File: config.mk
export PLATFORM = sky130hd
export DESIGN_NAME = baud_clkgen
export DESIGN_NICKNAME = d
export VERILOG_FILES = /design/src/rtl/baud_pkg.sv /design/src/rtl/baud_regs.sv /design/src/rtl/baud_countdown.sv /design/src/rtl/baud_clkgen.sv
export SDC_FILE = /design/constraint.sdc
export NUM_CORES = 1
export LEC_CHECK = 0
export ABC_AREA = 1
export BUFFER_PORTS_ARGS = -buffer_cell sky130_fd_sc_hd__clkbuf_2
export CAP_MARGIN = 20
export CORE_ASPECT_RATIO = 0.5
export CORE_UTILIZATION = 60
export CTS_BUF_LIST = sky130_fd_sc_hd__clkbuf_8
export CTS_CLUSTER_DIAMETER = 120
export DETAILED_ROUTE_END_ITERATION = 6
export HOLD_SLACK_MARGIN = 0.08
export PLACE_DENSITY = 0.84
export RECOVER_POWER = 25
export SLEW_MARGIN = 20
export SYNTH_ARGS = -nofsm -noshare
export SYNTH_HDL_FRONTEND = slang
export SYNTH_SLANG_ARGS = --single-unit
File: constraint.sdc
create_clock -name clk -period 1.9 [get_ports clk]
set_input_delay 0.285 -clock clk [delete_from_list [all_inputs] [get_ports clk]]
set_output_delay 0.285 -clock clk [all_outputs]
set_load 0.01 [all_outputs]
File: src/rtl/baud_pkg.sv
package baud_pkg;
    localparam int DIV_W      = 13;
    localparam int BYTE_W     = 8;
    localparam int OVERSAMPLE = 16;
    localparam int RESET_DIV  = 4;
    localparam logic ADDR_HI  = 1'b0;
    localparam logic ADDR_LO  = 1'b1;
endpackage

File: src/rtl/baud_regs.sv
module baud_regs
    import baud_pkg::*;
#(
    parameter int DW = DIV_W,
    parameter int BW = BYTE_W,
    parameter int RV = RESET_DIV
) (
    input  logic          clk,
    input  logic          rst,
    input  logic          bus_addr,
    input  logic          bus_we,
    input  logic [BW-1:0] bus_wdata,
    input  logic          special_mode,
    output logic [BW-1:0] bus_rdata,
    output logic [BW-1:0] hi_stage,
    output logic [DW-1:0] div_active,
    output logic          load_pulse
);
    localparam int HI_BITS = DW - BW;

    typedef struct packed {
        logic [BW-1:0] hi;
        logic [DW-1:0] div;
        logic          load;
    } reg_state_t;

    reg_state_t st_q, st_d;

    always_comb begin
        st_d      = st_q;
        st_d.load = 1'b0;
        if (bus_we && bus_addr == ADDR_HI) begin
            st_d.hi[HI_BITS-1:0] = bus_wdata[HI_BITS-1:0];
            if (special_mode) begin
                st_d.hi[BW-1:HI_BITS] = bus_wdata[BW-1:HI_BITS];
            end
        end
        if (bus_we && bus_addr == ADDR_LO) begin
            st_d.div  = {st_q.hi[HI_BITS-1:0], bus_wdata};
            st_d.load = 1'b1;
        end
    end

    always_ff @(posedge clk) begin
        if (rst) begin
            st_q.hi   <= '0;
            st_q.div  <= DW'(RV);
            st_q.load <= 1'b0;
        end else begin
            st_q <= st_d;
        end
    end

    assign bus_rdata  = (bus_addr == ADDR_HI) ? st_q.hi : st_q.div[BW-1:0];
    assign hi_stage   = st_q.hi;
    assign div_active = st_q.div;
    assign load_pulse = st_q.load;
endmodule

File: src/rtl/baud_countdown.sv
module baud_countdown #(
    parameter int CNT_W = 13
) (
    input  logic             clk,
    input  logic             rst,
    input  logic             restart,
    input  logic             run,
    input  logic             step,
    input  logic [CNT_W-1:0] period_m1,
    output logic             pulse
);
    typedef struct packed {
        logic [CNT_W-1:0] cnt;
        logic             pulse;
    } cd_state_t;

    cd_state_t cd_q, cd_d;

    always_comb begin
        cd_d       = cd_q;
        cd_d.pulse = 1'b0;
        if (restart || !run) begin
            cd_d.cnt = period_m1;
        end else if (step) begin
            if (cd_q.cnt == '0) begin
                cd_d.cnt   = period_m1;
                cd_d.pulse = 1'b1;
            end else begin
                cd_d.cnt = cd_q.cnt - 1'b1;
            end
        end
    end

    always_ff @(posedge clk) begin
        if (rst) begin
            cd_q <= '0;
        end else begin
            cd_q <= cd_d;
        end
    end

    assign pulse = cd_q.pulse;
endmodule

File: src/rtl/baud_clkgen.sv
module baud_clkgen
    import baud_pkg::*;
(
    input  logic              clk,
    input  logic              rst,
    input  logic              bus_addr,
    input  logic              bus_we,
    input  logic [BYTE_W-1:0] bus_wdata,
    output logic [BYTE_W-1:0] bus_rdata,
    input  logic              special_mode,
    input  logic              tx_en,
    input  logic              rx_en,
    output logic              tick_16x,
    output logic              tick_bit
);
    localparam int SUB_W = $clog2(OVERSAMPLE);
    localparam logic [SUB_W-1:0] SUB_M1 = SUB_W'(OVERSAMPLE - 1);
    localparam logic [DIV_W-1:0] DIV_ONE = DIV_W'(1);

    logic [BYTE_W-1:0] hi_stage;
    logic [DIV_W-1:0]  div_q;
    logic [DIV_W-1:0]  div_m1;
    logic              load_q;
    logic              en_seen_q, en_seen_d;
    logic              run;

    baud_regs #(.DW(DIV_W), .BW(BYTE_W), .RV(RESET_DIV)) u_regs (
        .clk          (clk),
        .rst          (rst),
        .bus_addr     (bus_addr),
        .bus_we       (bus_we),
        .bus_wdata    (bus_wdata),
        .special_mode (special_mode),
        .bus_rdata    (bus_rdata),
        .hi_stage     (hi_stage),
        .div_active   (div_q),
        .load_pulse   (load_q)
    );

    always_comb begin
        en_seen_d = en_seen_q | tx_en | rx_en;
        run       = en_seen_q && (div_q != '0);
        div_m1    = div_q - DIV_ONE;
    end

    always_ff @(posedge clk) begin
        if (rst) begin
            en_seen_q <= 1'b0;
        end else begin
            en_seen_q <= en_seen_d;
        end
    end

    baud_countdown #(.CNT_W(DIV_W)) u_prescale (
        .clk       (clk),
        .rst       (rst),
        .restart   (load_q),
        .run       (run),
        .step      (1'b1),
        .period_m1 (div_m1),
        .pulse     (tick_16x)
    );

    baud_countdown #(.CNT_W(SUB_W)) u_bitdiv (
        .clk       (clk),
        .rst       (rst),
        .restart   (load_q),
        .run       (run),
        .step      (tick_16x),
        .period_m1 (SUB_M1),
        .pulse     (tick_bit)
    );
endmodule

==> results of run 1 <==
## registers in the layout, summed over array words and instances, names as in the netlist
register and flops:
u_bitdiv.cd_q 4, u_regs.load_pulse 1, en_seen_q 1, u_prescale.pulse 1
u_prescale.cd_q 13, u_regs.div_active 13, u_regs.hi_stage 8, u_bitdiv.pulse 1
## worst max-delay path: cells and delay by family, from the launching register on
family	cells	cell delay (ns)
flip-flops	1	0.30
AND/OR/NAND/NOR	8	0.79
buffers and inverters	2	0.24
adder cells (fa/ha/maj)	1	0.18
## cells in the mapped netlist
cell                       instances  share of area (%)
sky130_fd_sc_hd__a21oi_1          21                4.6
sky130_fd_sc_hd__buf_2             3               0.66
sky130_fd_sc_hd__buf_6             2               0.99
sky130_fd_sc_hd__clkbuf_1          4               0.66
sky130_fd_sc_hd__clkinv_1          1               0.16
sky130_fd_sc_hd__dfxtp_1          42                 37
sky130_fd_sc_hd__ha_1              5                2.7
sky130_fd_sc_hd__inv_1            49                8.1
sky130_fd_sc_hd__inv_2             2               0.33
sky130_fd_sc_hd__nand2_1          70                 12
sky130_fd_sc_hd__nand2_2           4                1.1
sky130_fd_sc_hd__nand3_1          17                3.7
sky130_fd_sc_hd__nand4_1           1               0.27
sky130_fd_sc_hd__nor2_1           58                9.6
sky130_fd_sc_hd__nor2_2            3               0.82
sky130_fd_sc_hd__nor2_4            2               0.99
sky130_fd_sc_hd__nor3_1            3               0.66
sky130_fd_sc_hd__nor3_4            1               0.71
sky130_fd_sc_hd__nor3b_1           1               0.33
sky130_fd_sc_hd__nor4_1            1               0.27
sky130_fd_sc_hd__o211ai_1          1               0.33
sky130_fd_sc_hd__o21ai_0          32                7.0
sky130_fd_sc_hd__o21ai_1           3               0.66
sky130_fd_sc_hd__o31ai_1           1               0.33
sky130_fd_sc_hd__xnor2_1           2               0.77
sky130_fd_sc_hd__xor2_1           15                5.8
## layout by cell type, fill, tap and decap left out, drive strengths merged
cell type   n
clkinvlp    1
clkbuf     30
nand2      74
xnor2       2
o21ai      35
a21oi      21
xor2       15
buf         1
ha          5
nor4        1
nand3      17
nor3        4
o31ai       1
o211ai      1
clkinv      1
bufinv      1
nor3b       1
nor2       63
dfxtp      42
nand4       1
inv        52
## cells by family (layout without fill, tap and decap cells)
group	count (synthesis)	in the layout	synth area share [%]
buffers and inverters	61	86	10.9
AO/OA/AOI/OAI	58	58	13.0
XOR/XNOR	17	17	6.54
AND/OR/NAND/NOR	161	161	30.0
flip-flops	42	42	36.9
adder cells (fa/ha/maj)	5	5	2.75
## final cells by class
cell class                 instances  area share [%]
multi-input combinational        241            47.1
sequential                        42            33.3
inverter                          52            7.72
timing repair buffer              26            5.05
clock buffer                       5            2.72
tap                               51            2.52
clock inverter                     3            1.63
## power by group through the flow
stage | sequential [mW] | combinational (mW) | clock, mW
final | 1.02 | 0.516 | 0.701
after global routing | 1.02 | 0.592 | 0.741
after CTS | 1.01 | 0.517 | 0.705
after detailed placement | 1.03 | 0.507 | 0
after global placement | 1.03 | 0.494 | 0
after floorplan | 1.02 | 0.411 | 0
## layer usage
| layer | global-route usage, % | wire (um) | part of all wire (%) |
|---|---|---|---|
| met1 | 33.4 | 2300 | 47 |
| met2 | 44.4 | 2290 | 47 |
| met3 | 6.52 | 236 | 4.9 |
| met4 | 5.71 | 27 | 0.56 |
| met5 | 0 | 0 | 0 |
## final timing paths
check                                    startpoint                              end  slack (ns)
setup / recovery  u_regs.div_active[0]$_SDFFE_PP0P_    u_prescale.cd_q[4]$_SDFF_PP0_        0.29
hold / removal                                rx_en             en_seen_q$_SDFF_PP0_        0.20
setup reg to reg  u_regs.div_active[0]$_SDFFE_PP0P_    u_prescale.cd_q[4]$_SDFF_PP0_        0.29
hold reg to reg     u_regs.hi_stage[7]$_SDFFE_PP0P_  u_regs.hi_stage[7]$_SDFFE_PP0P_        0.45
==> flow_metrics.py, run 1 <==
metrics = {
    "timing": {
        "finalSetupViolations": 0,
        "max_clock_freq_ghz": 0.620,
        "worst_slew_pin_slew_ns": 0.658,
        "tns_ns": 0,
        "unrepaired_setup_endpoints_after_global_routing": "no",
        "layout_min_cycle_time_ns": 1.61,
        "final.period_utilization_pct": 84.9,
        "max-slew-margin-rel_pct": 56.0,
        "slew_violations": 0,
        "timing_hold_violations_final": 0,
        "worst_clock_skew_ns": 0.00946,
        "timing.final.ws_setup_ns": 0.287,
        "fin_worst_hold_slack_ns": 0.201,
    },
    "die": {
        "die_area_um2": 4060,
        "io_pins": 25,
        "initial_core_util_pct": 64.6,
        "die_width_um": 89.2,
        "coreArea_um2": 3530,
        "floorplan.die.height_um": 45.6,
        "rows": 15,
    },
    "layout": {
        "nNetsFinal": 388,
        "layout.area.seq_um2": 841,
        "finalCoreUtilization_pct": 71.6,
        "synthToLayoutAreaGrowth_pct": 10.9,
        "post_layout_nonfiller_instances": 420,
        "multi_input_area_um2": 1190,
        "fillCellCount": 308,
        "drive_above_1_share_pct": 11.1,
        "antenna-diode-count": 0,
        "final_area_um2": 2530,
    },
    "critical_path": {
        "critical-path-slowest-cell": "sky130_fd_sc_hd__dfxtp_1",
        "critical_path.endpoint_type": "flip-flop",
        "startpoint_type": "flip-flop",
        "worst-endpoint-required_ns": 2.09,
        "cp_max_fo": 11,
        "critical_path.most_common_cell": "sky130_fd_sc_hd__nand2_1",
        "arrival_ns": 1.80,
        "reg2reg_depth": 11,
        "type_of_the_setup_path_with_the_least_slack": "flip-flop to flip-flop",
        "critPathMaxStageDelay_ns": 0.30,
        "crit_chain": "inv_1 > ha_1 > nand2_1 > nor2_1 > nand2_1 > nand2_2 > inv_2 > nand2_2 > nand2_1 > nand2_1 > nor2_1",
    },
    "synthesis": {
        "syn_area_um2": 2280,
        "ys_warn_count": 0,
        "syn_nets": 364,
        "synth_cells": 344,
        "synth-seq-cells": 42,
        "avgSynthCellArea_um2": 6.62,
        "synth_cell_types": 26,
        "synth.yosys.seq_area_share_pct": 36.9,
    },
    "power_and_ir_drop": {
        "static-leakage-power_nw": 1.25,
        "power.internal_mw": 1.53,
        "peakVddDrop_mv": 0.506,
        "sequentialPowerShare_pct": 45.5,
        "sw_ratio_pct": 31.6,
        "post-layout-total-power_mw": 2.23,
        "power_per_cell_area_nw_per_um2": 883,
        "power_frac_comb_pct": 23.1,
        "p_clk_share_pct": 31.4,
        "netSwitchingPower_uw": 707,
    },
    "place": {
        "port-buffer-count": 24,
        "placed_area_um2": 2420,
        "dp_cells": 412,
        "routability_congestion": 0.860,
        "detailed_placement_wirelength_estimate_um": 3480,
        "post-place-ws_ns": 0.299,
    },
    "clock_tree": {
        "postCtsHoldBufs": 0,
        "tritoncts_clock_tree": "done",
        "clock-sinks": 42,
        "root_buffer": "sky130_fd_sc_hd__clkbuf_8",
        "ctsLongestPathBuffers": 2,
        "clkTransAtPathRegs_ns": 0.09,
        "htree_num_levels": 2,
        "postCtsSetupBuffers": 0,
        "cts_buf_count": 5,
        "post_cts_resize_count": 0,
        "clk_latency_ns": 0.30,
    },
    "route": {
        "detail_route.drc_violations": 0,
        "dr.pass1.iters": 4,
        "final_antenna_net_count": 0,
        "wire_length_per_cell_after_detailed_routing_um": 11.6,
        "drt_first_iter_violations": 90,
        "dr_total_vias": 2117,
        "drt-total-wl_um": 4860,
        "routed_via_density": 5.04,
    },
    "global_routing": {
        "via_count_of_the_first_global_routing_pass": 1853,
        "grt_start_max_net_pins": 38,
        "antenna_violations_before_repair": 0,
        "grt_remaining_overflow": 0,
        "groute.usage.overall_pct": 25.8,
        "grt_pass1_wl_um": 7850,
    },
    "run": {
        "max_cap_violations": 0,
    },
    "worst_hold_path": {
        "hold_depth": 3,
        "hold_class": "input pin to flip-flop",
    },
    "status": {
        "status": "complete, no violations",
    },
}
(Power assumes the default switching activity.)
==> inputs of run 2 (changes only) <==
--- a/config.mk
+++ b/config.mk
@@ -5,16 +5,16 @@
 export SDC_FILE = /design/constraint.sdc
 export NUM_CORES = 1
 export LEC_CHECK = 0
-export ABC_AREA = 1
+export ABC_AREA = 0
 export BUFFER_PORTS_ARGS = -buffer_cell sky130_fd_sc_hd__clkbuf_2
 export CAP_MARGIN = 20
 export CORE_ASPECT_RATIO = 0.5
-export CORE_UTILIZATION = 60
+export CORE_UTILIZATION = 54
 export CTS_BUF_LIST = sky130_fd_sc_hd__clkbuf_8
 export CTS_CLUSTER_DIAMETER = 120
 export DETAILED_ROUTE_END_ITERATION = 6
 export HOLD_SLACK_MARGIN = 0.08
-export PLACE_DENSITY = 0.84
+export PLACE_DENSITY = 0.81
 export RECOVER_POWER = 25
 export SLEW_MARGIN = 20
 export SYNTH_ARGS = -nofsm -noshare
==> constraint.sdc (replaced) <==
create_clock -name clk -period 1.45 [get_ports clk]
set_input_delay 0.2175 -clock clk [delete_from_list [all_inputs] [get_ports clk]]
set_output_delay 0.2175 -clock clk [all_outputs]
set_load 0.01 [all_outputs]
==> run 2 against run 1 <==
Against the previous run: the run now ends with negative setup slack left; setup slack worse by 0.73 ns; register-to-register slack worse by 0.73 ns; combinational power is 59% higher; sequential share of layout area down 2.7 points; routed wire length increased by 18%; synthesized cell count is 31% lower; via count decreased by 6.0%; sequential power grew 26%; maximum frequency decreased by 15%; die area increased by 2.0%; synthesized area decreased by 8.1%; critical path type unchanged; critical endpoint is now u_prescale.cd_q[13]$_SDFF_PP0_.
==> flow_metrics.py, run 2 <==
metrics = {
    "synthesis": {
        "synth_cells": 239,
        "synth.yosys.seq_area_share_pct": 40.2,
        "syn_area_um2": 2090,
        "ys_warn_count": 0,
        "area_contributors_post_synth": "sky130_fd_sc_hd__dfxtp_1 (40%), sky130_fd_sc_hd__xnor2_1 (6.3%), sky130_fd_sc_hd__nand2_1 (5.9%), sky130_fd_sc_hd__nor2_1 (5.7%), sky130_fd_sc_hd__mux2_2 (4.8%)",
        "synth-async-reset-ratio_pct": 0,
        "synth_top_cell_by_area": "sky130_fd_sc_hd__dfxtp_1",
        "syn_nets": 259,
        "synth.top_cell.area_share_pct": 40.2,
        "dominantRegCellSynth": "sky130_fd_sc_hd__dfxtp_1",
        "synth-seq-cells": 42,
        "synth_top_cells_by_count": "sky130_fd_sc_hd__dfxtp_1 (42), sky130_fd_sc_hd__nand2_1 (33), sky130_fd_sc_hd__nor2_1 (32)",
        "synth_edf_count": 0,
        "yosysMostFrequentCell": "sky130_fd_sc_hd__dfxtp_1",
        "synth_cell_types": 37,
        "avgSynthCellArea_um2": 8.76,
    },
    "worst_hold_path": {
        "hold_depth": 3,
        "hold_class": "input pin to flip-flop",
    },
    "timing": {
        "slew_violations": 0,
        "worst_slew_pin_slew_ns": 0.577,
        "timing.final.ws_setup_ns": -0.446,
        "unrepaired_setup_endpoints_after_global_routing": "yes",
        "finalSetupViolations": 19,
        "worst_clock_skew_ns": 0.00533,
        "max_clock_freq_ghz": 0.527,
        "timing_hold_violations_final": 0,
        "layout_min_cycle_time_ns": 1.90,
        "max-slew-margin-rel_pct": 61.5,
        "tns_ns": -6.69,
        "final.period_utilization_pct": 131,
    },
    "power_and_ir_drop": {
        "power_frac_comb_pct": 28.3,
        "p_clk_share_pct": 27.2,
        "post-layout-total-power_mw": 2.90,
        "netSwitchingPower_uw": 887,
        "peakVddDrop_mv": 0.659,
        "sw_ratio_pct": 30.5,
        "static-leakage-power_nw": 1.20,
        "power.internal_mw": 2.02,
        "power_per_cell_area_nw_per_um2": 1040,
        "sequentialPowerShare_pct": 44.5,
    },
    "die": {
        "coreArea_um2": 3570,
        "initial_core_util_pct": 58.7,
        "floorplan.die.height_um": 46.0,
        "io_pins": 25,
        "die_area_um2": 4140,
        "rows": 15,
        "die_width_um": 90.1,
    },
    "place": {
        "dp_cells": 347,
        "port-buffer-count": 24,
        "routability_congestion": 0.829,
        "post-place-ws_ns": -0.330,
        "detailed_placement_wirelength_estimate_um": 3620,
    },
    "layout": {
        "post_layout_nonfiller_instances": 357,
        "synthToLayoutAreaGrowth_pct": 32.9,
        "layout.cells.most_common_list": "sky130_fd_sc_hd__buf_4 (43), sky130_fd_sc_hd__dfxtp_1 (36), sky130_fd_sc_hd__nand2_1 (33)",
        "fillCellCount": 228,
        "nNetsFinal": 325,
        "antenna-diode-count": 0,
        "final_common_cell": "sky130_fd_sc_hd__buf_4",
        "drive_above_1_share_pct": 37.9,
    },
    "global_routing": {
        "grt_remaining_overflow": 0,
        "via_count_of_the_first_global_routing_pass": 1772,
        "grt_start_max_net_pins": 24,
        "antenna_violations_before_repair": 0,
        "groute.usage.overall_pct": 26.2,
        "grt_pass1_wl_um": 8140,
    },
    "clock_tree": {
        "tritoncts_clock_tree": "done",
        "htree_num_levels": 2,
        "root_buffer": "sky130_fd_sc_hd__clkbuf_8",
        "clkTransAtPathRegs_ns": 0.08,
        "cts_buf_count": 5,
        "clock-sinks": 42,
        "postCtsHoldBufs": 0,
        "clk_latency_ns": 0.30,
        "ctsLongestPathBuffers": 2,
    },
    "run": {
        "max_cap_violations": 0,
    },
    "route": {
        "wire_length_per_cell_after_detailed_routing_um": 16.1,
        "drt_first_iter_violations": 102,
        "dr_total_vias": 1990,
        "drt-total-wl_um": 5730,
        "dr.pass1.iters": 4,
        "final_antenna_net_count": 0,
        "routed_via_density": 5.57,
        "detail_route.drc_violations": 0,
    },
    "critical_path": {
        "startpoint_type": "flip-flop",
        "arrival_ns": 2.11,
        "reg2reg_depth": 5,
        "cp_max_fo": 3,
        "worst-endpoint-required_ns": 1.66,
        "critical_path.endpoint_type": "flip-flop",
        "type_of_the_setup_path_with_the_least_slack": "flip-flop to flip-flop",
    },
    "status": {
        "violations": "negative setup slack",
        "status": "complete, but fails checks",
    },
}
## run 2: changes by cell type after synthesis, sizes merged, moves of 10 or more
| cell | delta |
|---|---|
| nand2 | -41 |
| a211oi | +11 |
| o21ai | -31 |
| inv | -45 |
| nor2 | -31 |
| xor2 | -10 |
| nand3 | -10 |
| xnor2 | +13 |
## run 2: worst max-delay path, cell delays in order (launching register included)
cell and delay [ns]:
sky130_fd_sc_hd__dfxtp_2 0.33, sky130_fd_sc_hd__or4_4 0.53, sky130_fd_sc_hd__buf_4 0.16, sky130_fd_sc_hd__nor4_1 0.36, sky130_fd_sc_hd__xnor2_1 0.16, sky130_fd_sc_hd__a211oi_1 0.27
## run 2: metal layers
layer	routed length, um	global-route usage [%]
met5	0	0
met4	177	10.3
met3	327	6.67
met2	2770	47.5
met1	2460	31.1
## run 2: cell families after synthesis
group                    count (synthesis)  synth area share [%]
multiplexers                            17                  8.67
buffers and inverters                   17                  3.29
XOR/XNOR                                20                  8.37
adder cells (fa/ha/maj)                  5                  2.99
AND/OR/NAND/NOR                        102                  25.4
AO/OA/AOI/OAI                           36                  11.1
flip-flops                              42                  40.2
## run 2: final timing paths
path | endpoint | startpoint | slack (ns)
worst max-delay path | u_prescale.cd_q[13]$_SDFF_PP0_ | u_regs.div_active[9]$_SDFFE_PP0P_ | -0.45
worst min-delay path | u_regs.div_active[6]$_SDFFE_PP0P_ | bus_wdata[6] | 0.14
worst min register to register | u_regs.div_active[8]$_SDFFE_PP0P_ | u_regs.hi_stage[0]$_SDFFE_PP0P_ | 0.50
worst max register to register | u_prescale.cd_q[13]$_SDFF_PP0_ | u_regs.div_active[9]$_SDFFE_PP0P_ | -0.45
## run 2: power groups by stage
stage | combinational (mW) | sequential [mW] | clock (mW)
floorplan | 0.431 | 1.32 | 0
global placement | 0.700 | 1.31 | 0
detailed placement | 0.725 | 1.31 | 0
CTS | 0.755 | 1.29 | 0.782
global route | 0.881 | 1.30 | 0.843
finish | 0.822 | 1.29 | 0.789
## run 2: what timing repair did
action	CTS	global route
pin swaps	2	7
endpoints found under the setup margin	19	20
buffers inserted	1	1
gates resized for setup	7	12
## run 2: final cells by class
type                            count  area [um^2]  area share (%)
Inverter                            6         22.5           0.809
Clock buffer                        6         82.6            2.97
Tap cell                           51         63.8            2.29
Timing Repair Buffer               70          499            17.9
Clock inverter                      2         8.76           0.315
Multi-Input combinational cell    180         1250            45.1
Sequential cell                    42          851            30.6
## run 2: per-stage QoR
stage / hold WS, ns / cell area (um^2) / util [%]
floorplan: 0.337 / 2120 / -
global placement: 0.431 / 2610 / 73.1
detailed placement: 0.442 / 2610 / 73.1
CTS: 0.130 / 2740 / 76.7
global route: 0.158 / 2780 / 78.0
finish: 0.137 / 2780 / 78.0
